==> config.mk <==
export PLATFORM = sky130hd
export DESIGN_NAME = dma_req_arbiter
export DESIGN_NICKNAME = d
export VERILOG_FILES = /design/src/rtl/dmarb_pkg.sv /design/src/rtl/dmarb_cascade.sv /design/src/rtl/dmarb_req_latch.sv /design/src/rtl/dmarb_prio_pick.sv /design/src/rtl/dma_req_arbiter.sv
export SDC_FILE = /design/constraint.sdc
export NUM_CORES = 1
export LEC_CHECK = 0
export BUFFER_PORTS_ARGS = -buffer_cell sky130_fd_sc_hd__clkbuf_2
export CORE_MARGIN = 1.5
export CORE_UTILIZATION = 42
export DETAILED_ROUTE_END_ITERATION = 10
export PLACE_DENSITY = 0.83
export SETUP_SLACK_MARGIN = 0.15
export SYNTH_ARGS = -nofsm -noshare
export SYNTH_HDL_FRONTEND = slang
export SYNTH_SLANG_ARGS = --single-unit
==> constraint.sdc <==
create_clock -name clk -period 1.9 [get_ports clk]
set_input_delay 0.095 -clock clk [delete_from_list [all_inputs] [get_ports clk]]
set_output_delay 0.095 -clock clk [all_outputs]
set_load 0.01 [all_outputs]
==> src/rtl/dmarb_pkg.sv <==
// Package: shared constants, source-select encoding and the fixed cascade map.
// Assumes exactly ten channels; the cascade map is defined for that count.
package dmarb_pkg;
    localparam int NCH = 10;
    localparam int CHW = $clog2(NCH);
    localparam int SELW = 2;

    typedef enum logic [SELW-1:0] {
        SRC_SW      = 2'b00,
        SRC_PERIPH  = 2'b01,
        SRC_CASCADE = 2'b10,
        SRC_NONE    = 2'b11
    } src_sel_e;

    typedef struct packed {
        logic           valid;
        logic [CHW-1:0] ch;
    } link_t;

    localparam logic [CHW-1:0] UF_SRC_CH = CHW'(0);
    localparam logic [CHW-1:0] UF_DST_CH = CHW'(5);

    // Per-transfer cascade target of a channel.
    function automatic link_t next_link(input int unsigned ch);
        link_t l;
        l.valid = 1'b1;
        case (ch)
            0: l.ch = CHW'(1);
            1: l.ch = CHW'(2);
            2: l.ch = CHW'(0);
            3: l.ch = CHW'(4);
            5: l.ch = CHW'(6);
            6: l.ch = CHW'(7);
            7: l.ch = CHW'(5);
            8: l.ch = CHW'(9);
            default: begin
                l.valid = 1'b0;
                l.ch    = '0;
            end
        endcase
        return l;
    endfunction
endpackage

==> src/rtl/dmarb_cascade.sv <==
// Module: turns one completion into the cascade hits it causes.
// Assumes done is already qualified by an active grant.
module dmarb_cascade
    import dmarb_pkg::*;
(
    input  logic           clk,
    input  logic           rst_n,
    input  logic           done,
    input  logic           underflow,
    input  logic [CHW-1:0] done_ch,
    output logic [NCH-1:0] hit
);
    // Decode the finished channel into its link target(s).
    always_comb begin
        hit = '0;
        for (int j = 0; j < NCH; j++) begin
            if (done && done_ch == CHW'(j) && next_link(j).valid)
                hit[next_link(j).ch] = 1'b1;
        end
        if (done && underflow && done_ch == UF_SRC_CH)
            hit[UF_DST_CH] = 1'b1;
    end

    AST_NO_HIT_IDLE: assert property (@(posedge clk) disable iff (!rst_n)
        !done |-> hit == '0);
    AST_HIT_BOUND: assert property (@(posedge clk) disable iff (!rst_n)
        $countones(hit) <= 2);
endmodule

==> src/rtl/dmarb_req_latch.sv <==
// Module: per-channel source selection and sticky pending bits.
// Assumes clr is one-hot at most; a new set in the clearing cycle wins.
module dmarb_req_latch
    import dmarb_pkg::*;
(
    input  logic              clk,
    input  logic              rst_n,
    input  logic [NCH-1:0]    ch_enable,
    input  logic [SELW*NCH-1:0] src_sel,
    input  logic [NCH-1:0]    sw_trig,
    input  logic [NCH-1:0]    periph_req,
    input  logic [NCH-1:0]    casc_hit,
    input  logic [NCH-1:0]    clr,
    output logic [NCH-1:0]    pending
);
    for (genvar i = 0; i < NCH; i++) begin : g_ch
        src_sel_e sel;
        logic     set;

        // Pick the one source this channel listens to.
        always_comb begin
            sel = src_sel_e'(src_sel[SELW*i +: SELW]);
            case (sel)
                SRC_SW:      set = sw_trig[i];
                SRC_PERIPH:  set = periph_req[i];
                SRC_CASCADE: set = casc_hit[i];
                default:     set = 1'b0;
            endcase
            set = set & ch_enable[i];
        end

        // Hold the request until its transfer completes.
        always_ff @(posedge clk) begin
            if (!rst_n)
                pending[i] <= 1'b0;
            else if (set)
                pending[i] <= 1'b1;
            else if (clr[i])
                pending[i] <= 1'b0;
        end

        AST_OFF_NO_SET: assert property (@(posedge clk) disable iff (!rst_n)
            (!ch_enable[i] && !pending[i]) |=> !pending[i]);
        AST_STICKY: assert property (@(posedge clk) disable iff (!rst_n)
            (pending[i] && !clr[i]) |=> pending[i]);
    end
endmodule

==> src/rtl/dmarb_prio_pick.sv <==
// Module: fixed-priority selector, lowest index wins.
// Assumes nothing about the pending vector; purely combinational.
module dmarb_prio_pick
    import dmarb_pkg::*;
(
    input  logic           clk,
    input  logic           rst_n,
    input  logic [NCH-1:0] req,
    output logic           pick_valid,
    output logic [CHW-1:0] pick_idx,
    output logic [NCH-1:0] pick_oh
);
    // Scan from the top so the lowest set bit is kept last.
    always_comb begin
        pick_valid = 1'b0;
        pick_idx   = '0;
        pick_oh    = '0;
        for (int i = NCH - 1; i >= 0; i--) begin
            if (req[i]) begin
                pick_valid = 1'b1;
                pick_idx   = CHW'(i);
                pick_oh    = NCH'(1) << i;
            end
        end
    end

    AST_PICK_LOWEST: assert property (@(posedge clk) disable iff (!rst_n)
        pick_valid |-> ((req & (pick_oh - NCH'(1))) == '0) && ((req & pick_oh) != '0));
endmodule

==> src/rtl/dma_req_arbiter.sv <==
// Module: top of the ten-channel request arbiter. Latches requests, grants
// one channel per transfer, feeds completions back as cascade requests.
// Assumes xfer_done is a single-cycle pulse per transfer from the datapath.
module dma_req_arbiter
    import dmarb_pkg::*;
(
    input  logic                clk,
    input  logic                rst_n,
    input  logic [NCH-1:0]      ch_enable,
    input  logic [SELW*NCH-1:0] src_sel,
    input  logic [NCH-1:0]      sw_trig,
    input  logic [NCH-1:0]      periph_req,
    input  logic                xfer_done,
    input  logic                xfer_underflow,
    output logic                grant_valid,
    output logic [CHW-1:0]      grant_ch,
    output logic [NCH-1:0]      grant_onehot
);
    logic           done_q;
    logic [NCH-1:0] casc_hit;
    logic [NCH-1:0] clr;
    logic [NCH-1:0] pending;
    logic           pick_valid;
    logic [CHW-1:0] pick_idx;
    logic [NCH-1:0] pick_oh;

    // A completion counts only while a grant is outstanding.
    always_comb begin
        done_q = xfer_done & grant_valid;
        clr    = done_q ? (NCH'(1) << grant_ch) : '0;
    end

    dmarb_cascade u_cascade (
        .clk       (clk),
        .rst_n     (rst_n),
        .done      (done_q),
        .underflow (xfer_underflow),
        .done_ch   (grant_ch),
        .hit       (casc_hit)
    );

    dmarb_req_latch u_latch (
        .clk        (clk),
        .rst_n      (rst_n),
        .ch_enable  (ch_enable),
        .src_sel    (src_sel),
        .sw_trig    (sw_trig),
        .periph_req (periph_req),
        .casc_hit   (casc_hit),
        .clr        (clr),
        .pending    (pending)
    );

    dmarb_prio_pick u_pick (
        .clk        (clk),
        .rst_n      (rst_n),
        .req        (pending),
        .pick_valid (pick_valid),
        .pick_idx   (pick_idx),
        .pick_oh    (pick_oh)
    );

    // Grant register: hold per transfer, release, then re-arbitrate.
    always_ff @(posedge clk) begin
        if (!rst_n) begin
            grant_valid  <= 1'b0;
            grant_ch     <= '0;
            grant_onehot <= '0;
        end else if (grant_valid) begin
            if (xfer_done) begin
                grant_valid  <= 1'b0;
                grant_onehot <= '0;
            end
        end else if (pick_valid) begin
            grant_valid  <= 1'b1;
            grant_ch     <= pick_idx;
            grant_onehot <= pick_oh;
        end
    end

    AST_GRANT_PENDING: assert property (@(posedge clk) disable iff (!rst_n)
        grant_valid |-> (pending & grant_onehot) != '0);
    AST_GRANT_HOLD: assert property (@(posedge clk) disable iff (!rst_n)
        (grant_valid && !xfer_done) |=> grant_valid && $stable(grant_ch));
    AST_GRANT_RELEASE: assert property (@(posedge clk) disable iff (!rst_n)
        (grant_valid && xfer_done) |=> !grant_valid);
    AST_ONEHOT_MATCH: assert property (@(posedge clk) disable iff (!rst_n)
        grant_valid |-> $onehot0(grant_onehot) && grant_onehot[grant_ch]);
endmodule

==> summary.txt, run 1 <==
Timing
  – Skew final: between 7 and 8 ps
  – Max Freq: around 610 MHz
  – Period utilization: 85.9%
  – Worst-margin pin slew: 485 ps
  – Final Hold Fails: 1
  – RSZ-0062 raised after global routing: false
  – Max-slew violations: 0
  – Max-slew headroom: 67.2%
  – Final Worst Setup Slack: around 270 ps
  – Final setup fails: 0
  – Tmin final: around 1600 ps
  – Setup_tns: 0 ps
  – Hold WS: -1.58 ps

Status
  – Failing checks: hold timing
  – Outcome: finished with violations

Yosys
  – Syn avg cell area: between 8 and 9 um^2
  – Leading register cell type out of synthesis: dfxtp_1
  – Register area share after synthesis: a little under two fifths
  – XOR/XNOR Fraction of Synth Area: 0%
  – Syn Nets: approximately 220
  – Number of synthesized flops with an enable pin: 0
  – #FFs+latches synth: 25
  – Synth warn: 0
  – Cells after synthesis: 167
  – Largest family of logic cells by synthesized area: compound AO/OA/AOI/OAI gates
  – Post-Synth Simple-Gate Area: between 20% and 30%
  – Post-synthesis compound-gate area fraction: between 20 and 30%
  – Yosys cell types: 36
  – Post-synthesis adder-cell area fraction: 0%
  – Post-synth ARST share: 0%
  – Mux cell area share after synthesis: under 10%
  – Mapped Area: approximately 0.0014 mm^2

Worst setup path
  – FF-to-FF path depth: 5
  – R2R setup slack: 270 ps
  – CP Max Fanout: 8
  – Critical Path Source Type: flip-flop
  – Crit path kind: flip-flop to flip-flop
  – Crit path DAT: approximately 1900 ps
  – R2R Path End: grant_onehot[3]
  – Critical path capture point type: flip-flop
  – FF-to-FF Start: u_latch.pending[6]
  – Worst EP required: 2120 ps

Global routing
  – Global-route wire length before repair: around 5.7 mm
  – Grt ovf: 0
  – Gr usage total: 20.7%
  – Largest net degree at the start of global routing: 17
  – Vias in the first global route: around 1400
  – Antenna violations before repair: 0

Floorplan
  – Total Die Area: ~0.0036 mm^2
  – Rows: 20
  – I/O pin cnt: 69
  – Initial Util: between 40 and 50%
  – Die Width: 60.0 um
  – Die H: 60.0 um
  – Core Area: 0.00308 mm^2

Power
  – Power Dens Cells: 649 mW/mm^2
  – VDD IR max: 387 uV
  – Leakage power: slightly below 0.0009 uW
  – Overall Power: about 1200 uW

Placed design
  – Hpwl dp: between 2 and 3 mm
  – Placed cell area: between 0.0015 and 0.002 mm^2
  – Post-Place Cells: 279
  – PortBufs: 68
  – Dpl ws: between 60 and 70 ps
  – Routability cong.: about 0.84

Route
  – DR DRC count: 0
  – Vias after detailed routing: 1541
  – First DRT Iteration DRCs: 37
  – Antenna-violating nets left: 0
  – Total Wirelength: 3.48 mm
  – Drt pass-1 iters: 4
  – Via density: 5.35
  – WL/cell: 12.1 um

Worst hold path
  – Hold Crit Start: ch_enable[9]
  – Worst hold path class: input port to flip-flop
  – Worst Hold Endpoint: u_latch.pending[9]
  – Hold path depth: 2

Run
  – Number of max-cap violations: 0

Final layout
  – Commonest non-fill, non-tap cell in the layout: clkbuf_2
  – Diode count: 0
  – Final cell count without fillers: about 290
  – Area grow syn2layout: 36.7%
  – Post-route cell area: between 0.0015 and 0.002 mm^2
  – Most frequent cells in the layout: 68 x clkbuf_2, 25 x nand2_1, 25 x dfxtp_1
  – Nets: 299
  – Layout cells sized above 1: a little under two fifths

Clock tree
  – Clock Latency Late Sink: 320 ps
  – Clock Tree Root: clkbuf_4
  – Clk buf depth: 2
  – CTS Buf Count: 3
  – Clk slew on worst S/H paths: between 100 and 150 ps
  – CTS H-tree lvls: 1
  – Sink Count: 25
  – CTS tree: done
==> stage by stage <==
step	util [%]	hold slack, ps
after global routing	60.5	2.97
after detailed placement	57.7	330
after global placement	57.7	330
after CTS	59.3	1.45
final	60.5	-1.58
after floorplan	-	240
==> critical path, stage by stage, from the launching register on <==
cell and delay, ps:
dfxtp_1 340, or4_4 600, o41ai_4 300, buf_4 190
nand2_1 60, o41ai_1 50
==> logic make-up (layout without fill, tap and decap cells) <==
logic type	after synthesis	in the layout
muxes	2	2
and+or+nand+nor	76	76
buffers and inverters	10	87
DFF	25	25
AOI/OAI and AO/OA	54	54
==> area by class of cell <==
class,count,area [um^2]
Timing Repair Buffer,80,440
Clock buffer,4,26.3
Multi-Input combinational cell,132,830
Sequential cell,25,500
Tap cell,44,55.1
Fill cell,285,1210
Inverter,3,11.3
==> synth_stat cells (3+ instances only) <==
cell / number / share of area, %
dfxtp_1: 25 / 37
nand2_1: 25 / 6.9
nor2b_1: 12 / 5.5
nor2_1: 9 / 2.5
a21oi_1: 8 / 2.9
nand2b_1: 8 / 3.7
o22ai_1: 8 / 3.7
a31o_2: 7 / 4.5
a31oi_1: 7 / 3.2
clkbuf_1: 6 / 1.7
o21ai_0: 6 / 2.2
nor3_1: 5 / 1.8
o21a_1: 4 / 2.2
a21boi_0: 3 / 1.7
a22o_1: 3 / 1.9
inv_1: 3 / 0.83
nor4_1: 3 / 1.4
==> metal layers <==
metal | track usage (%) | up-vias | part of all wire [%]
li1 | - | 780 | -
met1 | 27.1 | 706 | 46
met2 | 35.2 | 53 | 48
met3 | 3.90 | 2 | 5.7
met4 | 4.44 | 0 | 0.66
met5 | 0 | - | 0
==> sequential cells by signal, summed over array words and instances, names as in the netlist <==
signal           flops
grant_ch             4
grant_onehot        10
grant_valid          1
u_latch.pending     10
==> what timing repair did <==
action                                  in CTS  in global routing
endpoints found under the hold margin        1                  3
endpoints found under the setup margin      10                 12
pin swaps                                    1                  0
gates resized for setup                      1                  2
setup buffers                                1                  0
hold buffers                                 1                  3
==> how the worst max path moves through the flow <==
stage / start / to / cells past startpoint
after CTS: u_latch.pending[6] / grant_onehot[3] / 5
after detailed placement: u_latch.pending[3] / grant_onehot[3] / 4
final: u_latch.pending[6] / grant_onehot[3] / 5
after floorplan: u_latch.pending[1] / grant_onehot[4] / 4
after global placement: u_latch.pending[3] / grant_onehot[3] / 4
after global routing: u_latch.pending[3] / grant_onehot[0] / 4
==> report_power, final <==
group | leakage [uW] | switching [uW] | internal [uW] | total (uW)
combinational | 0.000647 | 191 | 180 | 370
sequential | 0.000204 | 38.7 | 560 | 599
clock | 0.0000150 | 158 | 82.2 | 240
Power figures use the tool's default switching activity.
==> run 2, diff against run 1 <==
--- a/config.mk
+++ b/config.mk
@@ -5,12 +5,13 @@
 export SDC_FILE = /design/constraint.sdc
 export NUM_CORES = 1
 export LEC_CHECK = 0
-export BUFFER_PORTS_ARGS = -buffer_cell sky130_fd_sc_hd__clkbuf_2
 export CORE_MARGIN = 1.5
-export CORE_UTILIZATION = 42
+export CORE_UTILIZATION = 61
 export DETAILED_ROUTE_END_ITERATION = 10
-export PLACE_DENSITY = 0.83
+export DONT_BUFFER_PORTS = 1
+export PLACE_DENSITY = 0.85
 export SETUP_SLACK_MARGIN = 0.15
+export SLEW_MARGIN = 20
 export SYNTH_ARGS = -nofsm -noshare
 export SYNTH_HDL_FRONTEND = slang
 export SYNTH_SLANG_ARGS = --single-unit
==> run 2 against run 1 <==
The run now ends clean. Clock skew shrank 5.3 ps. Design area down 8.8%. Critical path depth unchanged. Non-clock buffer count fell by 54. Count of clock-buffer cells in the layout decreased by 1.
==> summary.txt, run 2 (synthesis gave the netlist of run 1 again) <==
Placed design
  – Post-Place Cells: 194 (-30%)
  – Hpwl dp: 2.49 mm (-9.8%)
  – PortBufs: 0 (-100%)
  – Routability cong.: 0.837 (about the same)

Timing
  – Max Freq: 593 MHz (-3.1%)
  – Final Hold Fails: 0 (-1)
  – RSZ-0062 raised after global routing: false
  – Tmin final: 1690 ps (+52.2 ps)
  – Period utilization: 88.7% (+2.7 points)
  – Max-slew headroom: 64.1% (-3.1 points)
  – Worst-margin pin slew: 536 ps (+51.1 ps)
  – Max-slew violations: 0 (unchanged)
  – Setup_tns: 0 ps (unchanged)
  – Skew final: 2.02 ps (-5.34 ps)
  – Final setup fails: 0 (unchanged)

Final layout
  – Most frequent cells in the layout: 25 x nand2_1, 22 x dfxtp_1, 18 x dlygate4sd3_1
  – Biggest regs: grant_onehot: 10 flops, u_latch.pending: 10 flops, grant_ch: 4 flops
  – Final cell count without fillers: 217 (-25%)
  – Commonest non-fill, non-tap cell in the layout: nand2_1
  – Area grow syn2layout: 24.7%
  – Diode count: 0 (unchanged)
  – Nets: 245 (-18%)
  – Fillcell total: 137 (-52%)
  – Layout cells sized above 1: 18.4% (-20 points)

Worst setup path
  – Critical Path Source Type: flip-flop
  – Crit path kind: flip-flop to flip-flop
  – Worst EP required: 2130 ps (about the same)
  – CP Max Fanout: 6 (-2)
  – Crit path DAT: 1910 ps (+50 ps)
  – Critical path capture point type: flip-flop

Worst hold path
  – Worst hold path class: input port to flip-flop

Route
  – Antenna-violating nets left: 0 (unchanged)
  – DR DRC count: 0 (unchanged)
  – Drt pass-1 iters: 4 (unchanged)
  – First DRT Iteration DRCs: 59 (+59%)
  – Vias after detailed routing: 1439 (-6.6%)
  – WL/cell: 17.6 um (+45%)
  – Via density: 6.63 (+24%)
  – Total Wirelength: 3.81 mm (+9.6%)

Clock tree
  – CTS tree: done
  – CTS H-tree lvls: 1 (unchanged)
  – Clock Latency Late Sink: 320 ps (about the same)
  – Clk slew on worst S/H paths: 140 ps (about the same)
  – Clock Tree Root: clkbuf_4
  – Clk buf depth: 2 (unchanged)
  – Sink Count: 25 (unchanged)
  – CTS Buf Count: 3 (unchanged)

Floorplan
  – Die H: 50.3 um (-16%)
  – Rows: 16 (-20%)
  – Total Die Area: 0.00253 mm^2 (-30%)
  – Die Width: 50.3 um (-16%)
  – Core Area: 0.00204 mm^2 (-34%)
  – Initial Util: 66.7% (+22 points)
  – I/O pin cnt: 69 (unchanged)

Global routing
  – Antenna violations before repair: 0 (unchanged)
  – Grt ovf: 0 (unchanged)
  – Largest net degree at the start of global routing: 16 (-1)
  – Vias in the first global route: 1406 (+3.6%)
  – Gr usage total: 32.4% (+12 points)
  – Global-route wire length before repair: 6.29 mm (+9.9%)

Power
  – VDD IR max: 529 uV (+37%)
  – Leakage power: 0.000636 uW (-27%)
  – Power Dens Cells: 717 mW/mm^2 (+10%)

Run
  – Number of max-cap violations: 0 (unchanged)

Status
  – Outcome: completed
==> run 2: changes by cell type in the layout (fill, tap and decap cells not counted), moves of 2 or more <==
cell | previous run | this run
clkbuf_2 | 68 | 0
dfxtp_2 | 0 | 3
dfxtp_1 | 25 | 22
dlygate4sd3_1 | 4 | 18
nor4_1 | 3 | 1
==> run 2: layer usage <==
layer | vias to the layer above | part of all wire [%] | track usage [%] | wire length [um]
met4 | 0 | 1.7 | 11.1 | 63
li1 | 674 | - | - | -
met5 | - | 0 | 0 | 0
met3 | 8 | 8.6 | 5.65 | 327
met2 | 100 | 50 | 55.9 | 1910
met1 | 657 | 40 | 40.4 | 1520
==> run 2: path summary, 6_finish.rpt <==
check	start	slack, ps	cells after the start	end
worst min-delay path	rst_n	10	2	u_latch.pending[9]
worst min register to register	grant_onehot[7]	500	2	grant_onehot[7]
worst max register to register	u_latch.pending[1]	210	5	grant_valid
worst max-delay path	u_latch.pending[1]	210	5	grant_valid
==> run 2: power breakdown <==
group	switching [uW]	internal [uW]
Clock	163	78.9
Sequential	61.0	562
Combinational	179	174
Total	403	815
==> run 2: cell type report <==
type / count / area (um^2) / share of cell area [%]
Sequential cell: 25 / 504 / 29.7
Clock inverter: 1 / 5.00 / 0.295
Tap cell: 27 / 33.8 / 1.99
Inverter: 3 / 11.3 / 0.663
Multi-Input combinational cell: 132 / 878 / 51.7
Clock buffer: 3 / 22.5 / 1.33
Timing Repair Buffer: 26 / 244 / 14.4
==> run 2: timing repair <==
action | CTS | global route
buffers inserted | 1 | 0
gates resized for setup | 5 | 11
hold buffers | 17 | 1
hold endpoints to repair | 18 | 1
pin swaps | 1 | 0
setup endpoints to repair | 13 | 14
==> run 2: through the flow <==
| step | util, % | worst slack (ps) | total power (uW) | area, um^2 | hold slack (ps) |
|---|---|---|---|---|---|
| final | 83.2 | 215 | 1220 | 1700 | 13.5 |
| after global routing | 83.2 | 156 | 1270 | 1700 | 16.3 |
| after CTS | 80.7 | 120 | 1170 | 1650 | 4.65 |
| after detailed placement | 69.3 | 65.4 | 878 | 1420 | 221 |
| after global placement | 69.3 | 160 | 869 | 1420 | 216 |
| after floorplan | - | 208 | 820 | 1360 | 240 |
==> run 2: critical path, stage by stage (launching register included) <==
cell,delay [ps]
dfxtp_1,350
or4_4,570
buf_4,190
nor3_4,200
nor2_2,90
o21a_1,200
